[config.mk]
export PLATFORM = sky130hd
export DESIGN_NAME = tod_clock
export DESIGN_NICKNAME = d
export VERILOG_FILES = /design/src/rtl/tod_pkg.sv /design/src/rtl/tod_tick_gen.sv /design/src/rtl/tod_editor.sv /design/src/rtl/tod_counter.sv /design/src/rtl/tod_clock.sv
export SDC_FILE = /design/constraint.sdc
export NUM_CORES = 1
export LEC_CHECK = 0
export ABC_CLOCK_PERIOD_IN_PS = 5400
export BUFFER_PORTS_ARGS = -buffer_cell sky130_fd_sc_hd__buf_4
export CAP_MARGIN = 0
export CORE_UTILIZATION = 45
export DETAILED_ROUTE_END_ITERATION = 16
export PLACE_DENSITY = 0.73
export SLEW_MARGIN = 20
export SYNTH_ARGS = -nofsm -noshare
export SYNTH_HDL_FRONTEND = slang
export SYNTH_SLANG_ARGS = --single-unit
[constraint.sdc]
create_clock -name clk -period 5.4 [get_ports clk]
set_clock_uncertainty 0.05 [all_clocks]
set_input_delay 1.08 -clock clk [delete_from_list [all_inputs] [get_ports clk]]
set_output_delay 1.08 -clock clk [all_outputs]
set_load 0.05 [all_outputs]
[src/rtl/tod_pkg.sv]
package tod_pkg;

   localparam int DIGIT_W    = 4;
   localparam int NUM_DIGITS = 6;
   localparam int CUR_W      = $clog2(NUM_DIGITS);

   // digit positions, in cursor order
   localparam int IDX_HT = 0;
   localparam int IDX_HU = 1;
   localparam int IDX_MT = 2;
   localparam int IDX_MU = 3;
   localparam int IDX_ST = 4;
   localparam int IDX_SU = 5;

   typedef logic [DIGIT_W-1:0] bcd_t;
   typedef bcd_t [NUM_DIGITS-1:0] tod_t;

   // 13:59:50, element 0 is hour tens
   localparam tod_t EDIT_INIT = {4'd0, 4'd5, 4'd9, 4'd5, 4'd3, 4'd1};

   function automatic bcd_t digit_limit(input logic [CUR_W-1:0] idx, input bcd_t ht);
      case (idx)
         CUR_W'(IDX_HT): return 4'd2;
         CUR_W'(IDX_HU): return (ht == 4'd2) ? 4'd3 : 4'd9;
         CUR_W'(IDX_MT),
         CUR_W'(IDX_ST): return 4'd5;
         default:        return 4'd9;
      endcase
   endfunction

   function automatic logic mmss_zero(input tod_t t);
      return (t[IDX_MT] == 4'd0) && (t[IDX_MU] == 4'd0) &&
             (t[IDX_ST] == 4'd0) && (t[IDX_SU] == 4'd0);
   endfunction

   function automatic tod_t tod_increment(input tod_t t_in);
      tod_t t;
      t = t_in;
      if (t[IDX_SU] != 4'd9) t[IDX_SU] = t[IDX_SU] + 4'd1;
      else begin
         t[IDX_SU] = 4'd0;
         if (t[IDX_ST] != 4'd5) t[IDX_ST] = t[IDX_ST] + 4'd1;
         else begin
            t[IDX_ST] = 4'd0;
            if (t[IDX_MU] != 4'd9) t[IDX_MU] = t[IDX_MU] + 4'd1;
            else begin
               t[IDX_MU] = 4'd0;
               if (t[IDX_MT] != 4'd5) t[IDX_MT] = t[IDX_MT] + 4'd1;
               else begin
                  t[IDX_MT] = 4'd0;
                  if (t[IDX_HT] == 4'd2 && t[IDX_HU] == 4'd3) begin
                     t[IDX_HT] = 4'd0;
                     t[IDX_HU] = 4'd0;
                  end else if (t[IDX_HU] == 4'd9) begin
                     t[IDX_HU] = 4'd0;
                     t[IDX_HT] = t[IDX_HT] + 4'd1;
                  end else begin
                     t[IDX_HU] = t[IDX_HU] + 4'd1;
                  end
               end
            end
         end
      end
      return t;
   endfunction

endpackage

[src/rtl/tod_tick_gen.sv]
module tod_tick_gen #(
   parameter int DIV_COUNT = 12_000_000
) (
   input  logic clk,
   input  logic rst_n,
   input  logic restart,
   output logic tick
);

   localparam int CNT_W = (DIV_COUNT > 1) ? $clog2(DIV_COUNT) : 1;

   generate
      if (DIV_COUNT == 1) begin : g_every_cycle
         assign tick = 1'b1;
      end else begin : g_counter
         logic [CNT_W-1:0] cnt_q;

         assign tick = (cnt_q == CNT_W'(DIV_COUNT - 1));

         always_ff @(posedge clk or negedge rst_n) begin
            if (!rst_n)                cnt_q <= '0;
            else if (restart || tick)  cnt_q <= '0;
            else                       cnt_q <= cnt_q + 1'b1;
         end
      end
   endgenerate

endmodule

[src/rtl/tod_editor.sv]
module tod_editor
   import tod_pkg::*;
(
   input  logic clk,
   input  logic rst_n,
   input  logic key_sel,
   input  logic key_up,
   input  logic key_dn,
   output tod_t edit_q
);

   logic [CUR_W-1:0] cursor_q;
   tod_t             edit_nxt;
   bcd_t             lim;

   always_comb begin
      edit_nxt = edit_q;
      lim      = '0;
      for (int i = 0; i < NUM_DIGITS; i++) begin
         if (cursor_q == CUR_W'(i)) begin
            lim = digit_limit(CUR_W'(i), edit_q[IDX_HT]);
            if (key_up)
               edit_nxt[i] = (edit_q[i] >= lim) ? '0 : edit_q[i] + 1'b1;
            else if (key_dn)
               edit_nxt[i] = (edit_q[i] == '0) ? lim : edit_q[i] - 1'b1;
         end
      end
      // keep hour units legal when hour tens lands on 2
      if ((key_up || key_dn) && (cursor_q == CUR_W'(IDX_HT)) &&
          (edit_nxt[IDX_HT] == 4'd2) && (edit_nxt[IDX_HU] > 4'd3))
         edit_nxt[IDX_HU] = 4'd3;
   end

   always_ff @(posedge clk or negedge rst_n) begin
      if (!rst_n) begin
         cursor_q <= '0;
         edit_q   <= EDIT_INIT;
      end else begin
         edit_q <= edit_nxt;
         if (key_sel)
            cursor_q <= (cursor_q == CUR_W'(NUM_DIGITS - 1)) ? '0 : cursor_q + 1'b1;
      end
   end

endmodule

[src/rtl/tod_counter.sv]
module tod_counter
   import tod_pkg::*;
(
   input  logic clk,
   input  logic rst_n,
   input  logic tick,
   input  logic load,
   input  tod_t edit_time,
   output tod_t run_q,
   output logic top_q
);

   tod_t run_nxt;

   always_comb begin
      if (load)      run_nxt = edit_time;
      else if (tick) run_nxt = tod_increment(run_q);
      else           run_nxt = run_q;
   end

   always_ff @(posedge clk or negedge rst_n) begin
      if (!rst_n) begin
         run_q <= '0;
         top_q <= 1'b0;
      end else begin
         run_q <= run_nxt;
         top_q <= mmss_zero(run_nxt) && !mmss_zero(run_q);
      end
   end

endmodule

[src/rtl/tod_clock.sv]
module tod_clock
   import tod_pkg::*;
#(
   parameter int DIV_COUNT = 12_000_000
) (
   input  logic       clk,
   input  logic       rst_n,
   input  logic       key_sel,
   input  logic       key_up,
   input  logic       key_dn,
   input  logic       key_load,
   output logic [3:0] hour_tens,
   output logic [3:0] hour_units,
   output logic [3:0] min_tens,
   output logic [3:0] min_units,
   output logic [3:0] sec_tens,
   output logic [3:0] sec_units,
   output logic       top_of_hour
);

   generate
      if (DIV_COUNT < 1) begin : g_bad_div
         $error("tod_clock: DIV_COUNT must be at least 1");
      end
      if (DIGIT_W != 4) begin : g_bad_digit
         $error("tod_clock: digits must be 4-bit BCD");
      end
   endgenerate

   logic tick_w;
   tod_t edit_w;
   tod_t run_w;

   tod_tick_gen #(.DIV_COUNT(DIV_COUNT)) u_tick (
      .clk     (clk),
      .rst_n   (rst_n),
      .restart (key_load),
      .tick    (tick_w)
   );

   tod_editor u_edit (
      .clk     (clk),
      .rst_n   (rst_n),
      .key_sel (key_sel),
      .key_up  (key_up),
      .key_dn  (key_dn),
      .edit_q  (edit_w)
   );

   tod_counter u_run (
      .clk       (clk),
      .rst_n     (rst_n),
      .tick      (tick_w),
      .load      (key_load),
      .edit_time (edit_w),
      .run_q     (run_w),
      .top_q     (top_of_hour)
   );

   assign hour_tens  = run_w[IDX_HT];
   assign hour_units = run_w[IDX_HU];
   assign min_tens   = run_w[IDX_MT];
   assign min_units  = run_w[IDX_MU];
   assign sec_tens   = run_w[IDX_ST];
   assign sec_units  = run_w[IDX_SU];

endmodule

==> metrics.csv <==
stage;metric;value;unit
timing;Slew HR;0.359;
global_route;initial antenna violation count;0;
clock_tree;postcts setup bufs;0;
timing;Hold Fails Final Rpt;0;
timing;RSZ-0062 raised after global routing;no;
global_route;number of global-route vias before repair;4199;
drt;drt wl/cell;15.8;um
synthesis;Mapped Cells;594;
synthesis;prevailing post-synth register cell;dfrtp_1;
synthesis;syn avg cell area;8.56;um2
place;routability congestion estimate;0.934;
critical_path;crit path max fanout;39;
critical_path;CP Class;input pin to register;
floorplan;row count;38;
place;placed wire-length estimate;8110;um
drt;vias after detailed routing;4466;
critical_path;Critical Path RT;5630;ps
clock_tree;H-tree Lvls;3;
synthesis;asr flop ratio synth;1.00;
floorplan;Core Box Area;10900;um2
critical_path;slowest CP cell;nor4b_1;
critical_path;WP data arrival;3370;ps
critical_path;Worst path max stage delay;580;ps
clock_tree;Post-CTS Resized;0;
clock_tree;cts bufs inserted;9;
pwr;Max VDD drop;0.305;mV
critical_path;CP cell instances;buf_4 -> inv_1 -> nor4b_1 -> a21oi_1 -> nor2_1 -> nor4bb_1 -> o21ai_0 -> nand2_1;
floorplan;Die W;108;um
drt;First DRT Iteration DRCs;484;
drt;DRT Pass-1 Iters;6;
layout;Layout Nets;639;
drt;total wire length;11900;um
clock_tree;Bufs on Longest Clock Path;2;
pwr;Power Density;508;nW/um2
timing;Final min period;3130;ps
clock_tree;hold_buf cts;0;
clock_tree;# clock sinks;76;
layout;area added between synthesis and finish;12.5;%
critical_path;Worst Path Buf+Inv;2;
critical_path;crit path launch type;input pin;
clock_tree;clk_lat worst skew;340;ps
floorplan;Die Ht;108;um
clock_tree;Root Driver;clkbuf_16;
min_path;Hold WC Path Type;register to register;
timing;Final setup viols;0;
synthesis;number of synthesized flops with an enable pin;0;
synthesis;synthesized cell area;5090;um2
place;placed cell count;737;
synthesis;sequential fraction of the synthesis area;0.376;
critical_path;CP endpoint kind;register;
synthesis;Mapped Nets;625;
clock_tree;CTS tree;yes;
synthesis;Netlist cell types;73;
timing;Worst Tran Pin Value;958;ps
floorplan;die area;11700;um2
layout;final cell count without fillers;753;
timing;setup tns final;0;ps
global_route;largest net degree at the start of global routing;77;
drt;DRC viols;0;
synthesis;YS warnings;0;
floorplan;# IOs;31;
critical_path;reg2reg start;u_edit.edit_q[1];
global_route;global-route wire length before repair;20100;um
min_path;hold_sp;u_tick.g_counter.cnt_q[0];
run_status;status;finished, final reports clean;
floorplan;Starting Density;0.465;
critical_path;worst setup path start;key_up;
place;PortBufs;30;
layout;layout cell share with drive strength beyond 1;0.116;
pwr;Pleak;2.42;nW
clock_tree;Clock Pin Slew Worst Setup and Hold Paths;60;ps
timing;Final Cycle Share;0.580;
timing;Final Max Slew Viols;0;
synthesis;number of synthesized register bits;76;
run;Max-Cap Viols;0;
global_route;Congestion Overflow GR;0;
critical_path;top cell family by delay on the critical path;simple AND/OR/NAND/NOR gates;
global_route;Total Routing Usage GR;0.217;
timing;fmax;0.319;GHz
layout;ANT cells;0;
drt;vias per cell;5.93;
drt;number of nets with antenna violations after routing;0;
-- power breakdown --
group	internal (W)	switching (W)	leakage, nW	total [W]
Sequential	0.000742	0.000307	0.966	0.00105
Clock	0.000452	0.000243	0.167	0.000696
Combinational	0.000446	0.000714	1.29	0.00116
Total	0.00164	0.00126	2.42	0.00291
-- state kept, by name, indices dropped and copies added (netlist names) --
name	cells
u_tick.g_counter.cnt_q	24
u_run.top_q	1
u_run.run_q	24
u_edit.edit_q	24
u_edit.cursor_q	3
-- per-layer routing --
metal	GRT usage	share of wire
met5	0	0
met4	0.0936	0.014
met3	0.0446	0.066
met2	0.324	0.45
met1	0.302	0.47
-- per-stage QoR --
| step | area [um2] | hold WS [ps] | worst slack, ps | power [W] | util |
|---|---|---|---|---|---|
| floorplan | 5090 | 398 | 2690 | 0.00186 | - |
| global placement | 5380 | 414 | 2150 | 0.00215 | 0.492 |
| detailed placement | 5380 | 430 | 1990 | 0.00219 | 0.492 |
| CTS | 5720 | 433 | 2320 | 0.00290 | 0.523 |
| global route | 5720 | 452 | 2090 | 0.00312 | 0.523 |
| finish | 5720 | 428 | 2270 | 0.00291 | 0.523 |
-- Yosys cell counts (all sizes together), types with 16 or more instances --
| cell | n | area [um2] |
|---|---|---|
| a21oi | 30 | 150 |
| clkbuf | 23 | 87.6 |
| dfrtp | 67 | 1680 |
| ha | 25 | 313 |
| inv | 35 | 131 |
| nand2 | 55 | 206 |
| nand3 | 25 | 138 |
| nand4 | 16 | 121 |
| nor2 | 58 | 218 |
| o21ai | 66 | 330 |
| xor2 | 18 | 158 |
-- logic make-up after synthesis --
| group | synth area share |
|---|---|
| muxes | 0.00418 |
| adders and majority gates | 0.0615 |
| and+or+nand+nor | 0.247 |
| buffers and inverters | 0.0497 |
| AOI/OAI and AO/OA | 0.209 |
| xor gates and xnor gates | 0.0517 |
| DFF | 0.376 |
-- cell usage in the layout (no fill, tap or decap), types with 5 or more instances in the layout --
| master | netlist | routed |
|---|---|---|
| nor3b_1 | 9 | 9 |
| ha_1 | 25 | 25 |
| xor2_1 | 18 | 18 |
| o21ai_0 | 66 | 65 |
| nand2b_1 | 7 | 7 |
| and4_1 | 7 | 7 |
| buf_4 | 0 | 31 |
| nand2_1 | 55 | 55 |
| nand3_1 | 24 | 24 |
| xnor2_1 | 12 | 12 |
| a22o_1 | 7 | 7 |
| clkbuf_16 | 0 | 9 |
| dfstp_2 | 9 | 9 |
| nor2b_1 | 5 | 5 |
| dfrtp_1 | 67 | 67 |
| a31oi_1 | 12 | 12 |
| o31ai_1 | 8 | 8 |
| nor3_1 | 9 | 9 |
| nor2_1 | 58 | 58 |
| and3_1 | 9 | 9 |
| inv_1 | 35 | 35 |
| a21oi_1 | 30 | 30 |
| nand4_1 | 14 | 14 |
-- path summary, 6_finish.rpt --
check | endpoint | cells after the start | slack (ps)
max | u_edit.edit_q[4] | 8 | 2270
min | u_tick.g_counter.cnt_q[0] | 1 | 430
max reg2reg | u_edit.edit_q[4] | 10 | 2330
min reg2reg | u_tick.g_counter.cnt_q[0] | 1 | 430
max in group asynchronous | u_edit.edit_q[3] | 1 | 3850
min in group asynchronous | u_tick.g_counter.cnt_q[19] | 1 | 840
-- area by class of cell --
class	instances	area, um2
tap	140	175
clock buffer	10	229
timing repair buffer	31	233
inverter	36	135
multi-input combinational	454	2930
fill	981	5210
sequential	76	1910
clock inverter	6	113
Power figures use the tool's default switching activity.
